[src/rtl/can_bt_pkg.sv]
package can_bt_pkg;
  localparam int PRESC_W = 4;
  localparam int SEG_W   = 3;
  localparam int SJW_W   = 2;
  // Longest bit index: sync + three full segments + maximum extension.
  localparam int MAX_IDX = 3 * (2 ** SEG_W) + (2 ** SJW_W);
  localparam int Q_W     = $clog2(MAX_IDX + 1);

  typedef logic [Q_W-1:0] q_t;

  typedef struct packed {
    logic [PRESC_W-1:0] presc;
    logic [SEG_W-1:0]   prop;
    logic [SEG_W-1:0]   ph1;
    logic [SEG_W-1:0]   ph2;
    logic [SJW_W-1:0]   sjw;
    logic               triple;
  } bt_cfg_t;

  typedef enum logic [2:0] {
    ACT_HOLD,
    ACT_STEP,
    ACT_RESTART,
    ACT_EXTEND,
    ACT_SHORTEN
  } bt_act_e;

  function automatic q_t seg_len(input logic [SEG_W-1:0] code);
    return q_t'(code) + q_t'(1);
  endfunction

  function automatic q_t jump_len(input logic [SJW_W-1:0] code);
    return q_t'(code) + q_t'(1);
  endfunction

  function automatic q_t lesser(input q_t a, input q_t b);
    return (a < b) ? a : b;
  endfunction
endpackage

[src/rtl/can_bt_cfg.sv]
module can_bt_cfg
  import can_bt_pkg::*;
(
  input  logic    clk,
  input  logic    rst_n,
  input  bt_cfg_t cfg_in,
  output bt_cfg_t cfg_q,
  output logic    cfg_err
);
  // Capture window is the reset period only; afterwards the word is frozen.
  always_ff @(posedge clk) begin
    if (!rst_n) cfg_q <= cfg_in;
  end

  assign cfg_err = (cfg_q.ph1 == '0) || (cfg_q.ph2 == '0);
endmodule

[src/rtl/can_bt_prescaler.sv]
module can_bt_prescaler
  import can_bt_pkg::*;
(
  input  logic               clk,
  input  logic               rst_n,
  input  logic               run,
  input  logic [PRESC_W-1:0] presc,
  output logic               tick
);
  logic [PRESC_W-1:0] cnt;

  assign tick = run && (cnt == presc);

  always_ff @(posedge clk) begin
    if (!rst_n || !run)  cnt <= '0;
    else if (cnt == presc) cnt <= '0;
    else                 cnt <= cnt + 1'b1;
  end
endmodule

[src/rtl/can_bt_sampler.sv]
module can_bt_sampler #(
  parameter int SYNC_STAGES = 2
) (
  input  logic clk,
  input  logic rst_n,
  input  logic rx_in,
  input  logic tick,
  input  logic triple,
  output logic edge_det,
  output logic vote
);
  logic       rx_s;
  logic [1:0] hist;  // [0] = previous quantum, [1] = the one before

  generate
    if (SYNC_STAGES == 0) begin : g_nosync
      assign rx_s = rx_in;
    end else begin : g_sync
      logic [SYNC_STAGES-1:0] chain;
      always_ff @(posedge clk) begin
        if (!rst_n) chain <= '1;
        else        chain <= SYNC_STAGES'({chain, rx_in});
      end
      assign rx_s = chain[SYNC_STAGES-1];
    end
  endgenerate

  always_ff @(posedge clk) begin
    if (!rst_n)    hist <= 2'b11;
    else if (tick) hist <= {hist[0], rx_s};
  end

  // Falling edge between the previous quantum value and the current one.
  assign edge_det = tick && hist[0] && !rx_s;

  always_comb begin
    if (triple) vote = (hist[1] & hist[0]) | (hist[1] & rx_s) | (hist[0] & rx_s);
    else        vote = rx_s;
  end
endmodule

[src/rtl/can_bt_fsm.sv]
module can_bt_fsm
  import can_bt_pkg::*;
(
  input  logic             clk,
  input  logic             rst_n,
  input  logic             run,
  input  logic             tick,
  input  logic             edge_det,
  input  logic             vote,
  input  logic             resync_en,
  input  logic [SEG_W-1:0] prop,
  input  logic [SEG_W-1:0] ph1,
  input  logic [SEG_W-1:0] ph2,
  input  logic [SJW_W-1:0] sjw,
  output logic             rx_bit,
  output logic             sample_stb,
  output logic             bit_start
);
  q_t      q, ext, shr;
  logic    synced;
  q_t      sp, end_q, jw;
  bt_act_e act;
  logic    do_sample;

  assign jw    = jump_len(sjw);
  assign sp    = seg_len(prop) + seg_len(ph1) + ext;
  assign end_q = sp + seg_len(ph2) - shr;

  always_comb begin
    act       = ACT_HOLD;
    do_sample = 1'b0;
    if (tick) begin
      if (edge_det && !resync_en) begin
        act = ACT_RESTART;
      end else if (edge_det && !synced && (q != '0)) begin
        if (q <= sp)                  act = ACT_EXTEND;
        else if ((end_q - q) <= jw)   act = ACT_RESTART;
        else                          act = ACT_SHORTEN;
      end else begin
        do_sample = (q == sp);
        act       = (q == end_q) ? ACT_RESTART : ACT_STEP;
      end
    end
  end

  always_ff @(posedge clk) begin
    sample_stb <= 1'b0;
    bit_start  <= 1'b0;
    if (!rst_n || !run) begin
      q      <= '0;
      ext    <= '0;
      shr    <= '0;
      synced <= 1'b0;
      rx_bit <= 1'b1;
    end else begin
      if (do_sample) begin
        rx_bit     <= vote;
        sample_stb <= 1'b1;
      end
      case (act)
        ACT_STEP: q <= q + 1'b1;
        ACT_RESTART: begin
          q         <= '0;
          ext       <= '0;
          shr       <= '0;
          synced    <= 1'b0;
          bit_start <= 1'b1;
        end
        ACT_EXTEND: begin
          ext    <= lesser(q, jw);
          synced <= 1'b1;
          q      <= q + 1'b1;
        end
        ACT_SHORTEN: begin
          shr    <= jw;
          synced <= 1'b1;
          q      <= q + 1'b1;
        end
        default: ;
      endcase
    end
  end
endmodule

[src/rtl/can_bit_timer.sv]
module can_bit_timer
  import can_bt_pkg::*;
#(
  parameter int SYNC_STAGES = 2
) (
  input  logic               clk,
  input  logic               rst_n,
  input  logic [PRESC_W-1:0] cfg_presc,
  input  logic [SEG_W-1:0]   cfg_prop,
  input  logic [SEG_W-1:0]   cfg_ph1,
  input  logic [SEG_W-1:0]   cfg_ph2,
  input  logic [SJW_W-1:0]   cfg_sjw,
  input  logic               cfg_triple,
  input  logic               resync_en,
  input  logic               rx_in,
  output logic               rx_bit,
  output logic               sample_stb,
  output logic               bit_start,
  output logic               cfg_err
);
  bt_cfg_t cfg_in, cfg_q;
  logic    run, tick, edge_det, vote;

  assign cfg_in = '{presc: cfg_presc, prop: cfg_prop, ph1: cfg_ph1,
                    ph2: cfg_ph2, sjw: cfg_sjw, triple: cfg_triple};
  assign run    = !cfg_err;

  can_bt_cfg u_cfg (
    .clk(clk), .rst_n(rst_n), .cfg_in(cfg_in), .cfg_q(cfg_q), .cfg_err(cfg_err)
  );

  can_bt_prescaler u_presc (
    .clk(clk), .rst_n(rst_n), .run(run), .presc(cfg_q.presc), .tick(tick)
  );

  can_bt_sampler #(.SYNC_STAGES(SYNC_STAGES)) u_samp (
    .clk(clk), .rst_n(rst_n), .rx_in(rx_in), .tick(tick),
    .triple(cfg_q.triple), .edge_det(edge_det), .vote(vote)
  );

  can_bt_fsm u_fsm (
    .clk(clk), .rst_n(rst_n), .run(run), .tick(tick), .edge_det(edge_det),
    .vote(vote), .resync_en(resync_en), .prop(cfg_q.prop), .ph1(cfg_q.ph1),
    .ph2(cfg_q.ph2), .sjw(cfg_q.sjw), .rx_bit(rx_bit),
    .sample_stb(sample_stb), .bit_start(bit_start)
  );
endmodule

[config.mk]
export PLATFORM = sky130hd
export DESIGN_NAME = can_bit_timer
export DESIGN_NICKNAME = d
export VERILOG_FILES = /design/src/rtl/can_bt_pkg.sv /design/src/rtl/can_bt_cfg.sv /design/src/rtl/can_bt_prescaler.sv /design/src/rtl/can_bt_sampler.sv /design/src/rtl/can_bt_fsm.sv /design/src/rtl/can_bit_timer.sv
export SDC_FILE = /design/constraint.sdc
export NUM_CORES = 1
export LEC_CHECK = 0
export CORE_UTILIZATION = 52
export CTS_CLUSTER_DIAMETER = 40
export DETAILED_ROUTE_END_ITERATION = 7
export DONT_BUFFER_PORTS = 1
export HOLD_SLACK_MARGIN = 0.03
export PLACE_DENSITY = 0.67
export SLEW_MARGIN = 10
export SYNTH_ARGS = -nofsm -noshare
export SYNTH_HDL_FRONTEND = slang
export SYNTH_SLANG_ARGS = --single-unit
[constraint.sdc]
create_clock -name clk -period 6.5 [get_ports clk]
set_clock_uncertainty 0.2 [all_clocks]
set_input_delay 0.325 -clock clk [delete_from_list [all_inputs] [get_ports clk]]
set_output_delay 0.325 -clock clk [all_outputs]
set_load 0.03 [all_outputs]
=== Word level (Yosys, flattened, before mapping) ===
Cells that the tools add are included.

* Add/sub/neg operators: 11
* Order comparisons: 3
* Eq/ne operators: 7
* Mux-type cells: 17
* Bitwise logic cells: 5
* Reductions and logical operators: 23

{| class="wikitable"
|+ Operators with widths
! cell !! number
|-
| $pmux 5 s2 || 3
|-
| $add 5x5->5 || 3
|-
| $mux 3 || 5
|-
| $add 3x1->4 const B || 3
|-
| $eq 5x5->1 || 2
|-
| $le 5x5->1 || 2
|-
| $sub 5x5->5 || 2
|-
| $reduce_bool 2->1 || 4
|-
| $eq 3x2->1 const B || 2
|-
| $logic_and 1x1->1 || 6
|-
| $logic_not 3->1 || 2
|-
| $mux 1 || 6
|-
| $add 5x1->5 const B || 1
|-
| $logic_not 1->1 || 5
|-
| $lt 5x5->1 || 1
|-
| $mux 5 || 1
|-
| $reduce_bool 5->1 || 1
|-
| $add 4x1->4 const B || 1
|-
| $eq 4x4->1 || 1
|-
| $reduce_or 2->1 || 2
|-
| $add 2x1->3 const B || 1
|-
| $and 1x1->1 || 3
|-
| $eq 3x1->1 const B || 1
|-
| $eq 3x3->1 const B || 1
|-
| other kinds (5) || 7
|}

* Flip-flop bits (word level): 43
* Input bits: 20
* Output and inout bits: 4

=== Depth between registers and ports, before layout ===
* Depth after elaboration: 15
* Depth in mapped cells: 22
* Gate-level depth less buffers: 21

=== By module ===
From an unflattened synthesis, not the netlist that was laid out.

* Cell total of the unflattened synthesis: 257
* Area total of the unflattened synthesis: 2556.2 sq um

{| class="wikitable"
|+ Modules (own cells, without submodules)
! module !! times used !! cells an instance !! area each (sq um) !! seq. area each (sq um)
|-
| can_bt_fsm || 1 || 203 || 1714.1 || 340.3
|-
| can_bt_cfg || 1 || 19 || 498.0 || 480.5
|-
| can_bt_prescaler || 1 || 19 || 195.2 || 80.1
|-
| can_bt_sampler || 1 || 15 || 145.1 || 80.1
|-
| can_bit_timer || 1 || 1 || 3.8 || 0.0
|}

=== Worst setup path before layout ===
No wires, ideal clock.

* Kind: reg2reg
* From: reg u_cfg.cfg_q[9] (netlist name)
* To: reg u_fsm.q[2]
* Library setup time: 0.057 ns
* Data arrival time: 4.677 ns
* Setup slack: 1.565 ns
* Stages on the path, launching flop included: 22
* Path buffers: 1
* Clock period less this slack: 4.935 ns
* Path through: edfxtp_1 > ha_1 > inv_1 > fa_1 > inv_1 > ha_1 > inv_1 > fa_1 > inv_1 > fa_1 > ha_1 > xnor2_1 > ha_1 > xnor2_1 > ha_1 > o21ai_0 > a32oi_1 > nor2_1 > and3_1 > buf_6 > o41ai_1 > a21o_1

* Word-level cells in the longest chain between the ends: 15

{| class="wikitable"
|+ RTL lines
! item !! RTL line !! text
|-
| $add 3x1->4 (*) || can_bt_pkg.sv:29 || <nowiki>return q_t'(code) + q_t'(1);</nowiki>
|-
| $add 5x5->5 (*) (2 in a row) || can_bt_fsm.sv:26 || <nowiki>assign sp = seg_len(prop) + seg_len(ph1) + ext;</nowiki>
|-
| $add 5x5->5 || can_bt_fsm.sv:27 || <nowiki>assign end_q = sp + seg_len(ph2) - shr;</nowiki>
|-
| $sub 5x5->5 || can_bt_fsm.sv:27 ||
|-
| $sub 5x5->5 || can_bt_fsm.sv:37 || <nowiki>else if ((end_q - q) <= jw) act = ACT_RESTART;</nowiki>
|-
| $le 5x5->1 || can_bt_fsm.sv:37 ||
|-
| $mux 3 || can_bt_fsm.sv:37 ||
|-
| $mux 3 || can_bt_fsm.sv:36 || <nowiki>if (q <= sp) act = ACT_EXTEND;</nowiki>
|-
| $mux 3 (*) || can_bt_fsm.sv:35 || <nowiki>end else if (edge_det && !synced && (q != '0)) begin</nowiki>
|-
| $mux 3 (*) || can_bt_fsm.sv:33 || <nowiki>if (edge_det && !resync_en) begin</nowiki>
|-
| $mux 3 (*) || can_bt_fsm.sv:32 || <nowiki>if (tick) begin</nowiki>
|-
| $eq 3x1->1, or another cell as far along || can_bt_fsm.sv:60 || <nowiki>case (act)</nowiki>
|-
| $reduce_or 3->1 (no source line) || n/a ||
|-
| $pmux 5 s2 / $reduce_bool 2->1 (equally long branches) || n/a ||
|-
| end signal: assignment || can_bt_fsm.sv:61 || <nowiki>ACT_STEP: q <= q + 1'b1;</nowiki>
|-
| end signal: assignment || can_bt_fsm.sv:72 || <nowiki>q <= q + 1'b1;</nowiki>
|-
| end signal: assignment || can_bt_fsm.sv:77 || <nowiki>q <= q + 1'b1;</nowiki>
|-
| end: declaration || can_bt_fsm.sv:19 || <nowiki>q_t q, ext, shr;</nowiki>
|}

Every way passes the cells marked *; elsewhere a longest branch is shown, timed or not.
A chain may end at the register's enable or synchronous reset.

=== Worst setup path after layout ===
* From: reg u_cfg.cfg_q[9] (netlist name)
* To: reg u_fsm.q[0]

* Word-level cells in the longest chain between the ends: 15

{| class="wikitable"
|+ RTL lines
! item !! RTL line
|-
| $add 3x1->4 (*) || can_bt_pkg.sv:29
|-
| $add 5x5->5 (*) (2 in a row) || can_bt_fsm.sv:26
|-
| $add 5x5->5 || can_bt_fsm.sv:27
|-
| $sub 5x5->5 || can_bt_fsm.sv:27
|-
| $sub 5x5->5 || can_bt_fsm.sv:37
|-
| $le 5x5->1 || can_bt_fsm.sv:37
|-
| $mux 3 || can_bt_fsm.sv:37
|-
| $mux 3 || can_bt_fsm.sv:36
|-
| $mux 3 (*) || can_bt_fsm.sv:35
|-
| $mux 3 (*) || can_bt_fsm.sv:33
|-
| $mux 3 (*) || can_bt_fsm.sv:32
|-
| $eq 3x1->1, or another cell as far along || can_bt_fsm.sv:60
|-
| $reduce_or 3->1 (no source line) || n/a
|-
| $pmux 5 s2 / $reduce_bool 2->1 (equally long branches) || n/a
|}

Marks and branches as above.

==> run metrics <==
Detailed Routing Iterations Pass 1 4; Post-Layout Cell Count 368; Clock Latency Late Sink 0.29 ns; Largest stage delay, worst path 0.49 ns; measured slew at the worst slew-check pin 0.6548 ns; GR Util All Layers 21.08%; crit path max-delay cell type fa_1; final worst path period share 80.84%; Root Buffer clkbuf_8; vias in the first global route 1929; share of cells above drive strength 1 5.980%; Antenna diodes 0; core area 4880 sq um; Area Overhead vs Synth 13.44%; Max rail drop VDD 0.1910 mV; Seq/Total Area, Yosys 36.21%; relative slew slack 56.30%; chip height 74.18 um; crit path capture type flop; final hold violations 0; setup tns final 0 ns; Mapped Nets 337; EDFF count, synth 16; 1st-iter DRT viols 107; Via-to-Cell Ratio 5.201; antenna viol nets, final 0; CTS sink count 41; port bufs 0; Final GP Congestion 0.8851; Avg Synthesized Cell Area 9.815 sq um; CP Class reg -> reg; Worst-path clk slew 0.08 ns; TritonCTS Buffers 5; number of max-cap violations 0; status completed; most used cell, CP ha_1; Netlist cell types 47; Routed WL per cell 13.80 um; Post-Syn Area 2709 sq um; count of final setup violators 0; CP arrival 5.24 ns; P per Cell Area 332.1 nW/um^2; H-Tree Depth 2; dpl hpwl 3989 um; final-report max-slew violation count 0; io pins 24; CP cell instances ha_1 -> inv_1 -> fa_1 -> inv_1 -> ha_1 -> inv_1 -> fa_1 -> inv_1 -> fa_1 -> ha_1 -> xnor2_1 -> ha_1 -> xnor2_1 -> ha_1 -> o21ai_0 -> a32oi_1 -> nor2_1 -> and3_1 -> nor3_1 -> mux2_2; CTS tree done; first-pass GRT wire length 8625 um; final global-route overflow total 0; CP max FO 6; FFs w/ async S/R, synth 0%; initial antenna violation count 0; Peak Freq 190.3 MHz; Syn Inst Count 276; RSZ-0062 raised after global routing no; maximum buffer depth of the clock tree 2; Primary FF master, synth dfxtp_1; HP Class in -> reg; total vias in the final route 1914; Buffers & Inverters on Critical Path 4; row count 25; largest net degree at the start of global routing 18; Initial Util 55.51%; final core occ 62.97%; Tmin final 5.254 ns; die width 74.18 um; leak pwr 1.348 nW; routed wire length 5079 um; final net count 361; data required time at the worst endpoint 6.48 ns; placed cells 342; Setup crit start kind flop; largest delay contributor family on the critical path adder cells; detailed-route DRC error count 0; Seq cells post-synth 41; Die ar. 5502 sq um; Syn. warnings 0
cell usage in the layout (no fill, tap or decap), drive strengths merged, types with 6 or more instances in the layout:
cell,instances
nor2,17
a21oi,13
dlygate4sd3,18
inv,43
nand2b,8
a21o,7
nand3,10
nor3,7
xor2,6
o21ai,7
ha,32
xnor2,16
clkbuf,8
nand2,20
dfxtp,25
fa,9
edfxtp,16
power breakdown:
group / switching, W / internal [W]
clock: 0.0000866 / 0.000110
sequential: 0.0000102 / 0.000280
combinational: 0.000304 / 0.000230
total: 0.000401 / 0.000619
cells in the mapped netlist, types with 5 or more instances:
cell | count | area, sq um
a21o_1 | 7 | 52.55
a21oi_1 | 12 | 60.06
dfxtp_1 | 25 | 500.5
edfxtp_1 | 16 | 480.5
fa_1 | 9 | 180.2
ha_1 | 32 | 400.4
inv_1 | 43 | 161.4
nand2_1 | 19 | 71.32
nand2b_1 | 8 | 50.05
nand3_1 | 10 | 50.05
nor2_1 | 17 | 63.81
nor3_1 | 7 | 35.03
o21ai_0 | 6 | 30.03
xnor2_1 | 14 | 122.6
xor2_1 | 5 | 43.79
timing repair:
action	in CTS	in global routing
endpoints found under the hold margin	20	0
gates resized for setup	0	0
hold buffers	18	0
buffers inserted	0	0
worst paths after layout:
check / start / end / slack [ns] / cells past startpoint
setup / recovery: u_cfg.cfg_q[9] / u_fsm.q[0] / 1.25 / 20
hold / removal: rst_n / u_fsm.ext[2] / 0.09 / 2
setup reg to reg: u_cfg.cfg_q[9] / u_fsm.q[0] / 1.25 / 20
hold reg to reg: u_samp.g_sync.chain[0] / u_samp.g_sync.chain[1] / 0.22 / 1
cell families after synthesis:
family | share of synthesized area [%]
and+or+nand+nor | 15.20
muxes | 0.4157
xor gates and xnor gates | 7.945
buffers and inverters | 6.374
AOI/OAI and AO/OA | 12.43
adders and majority gates | 21.43
DFF | 36.21
metrics by stage:
step | instance area [sq um] | setup slack, ns | power, W | hold slack (ns)
6_report | 3073 | 1.246 | 0.001021 | 0.09130
3_5_place_dp | 2781 | 1.272 | 0.0008178 | 0.2038
5_1_grt | 3073 | 0.9071 | 0.001118 | 0.1047
4_1_cts | 3073 | 1.247 | 0.001027 | 0.09041
2_1_floorplan | 2709 | 1.565 | 0.0007264 | 0.1863
3_3_place_gp | 2781 | 1.373 | 0.0008155 | 0.1925
registers in the layout, indices dropped and copies added (netlist names), 2 cells and up:
name,flops
u_cfg.cfg_q,16
u_fsm.ext,5
u_fsm.q,5
u_presc.cnt,4
u_fsm.shr,3
u_samp.g_sync.chain,2
u_samp.hist,2
per-layer routing:
layer / global-route usage, % / part of all wire (%) / up-vias
met3: 4.472 / 3.1 / 8
met1: 28.72 / 49 / 878
met5: 0 / 0 / -
met2: 33.43 / 46 / 31
li1: - / - / 997
met4: 7.051 / 1.9 / 0
area by class of cell:
type | count | area, sq um
clock buffers | 8 | 111.4
inverters | 43 | 161.4
fillers | 416 | 1807
well taps | 67 | 83.83
multi-input cells | 191 | 1555
repair buffers | 18 | 180.2
flip-flops and latches | 41 | 980.9
(Power assumes the default switching activity.)
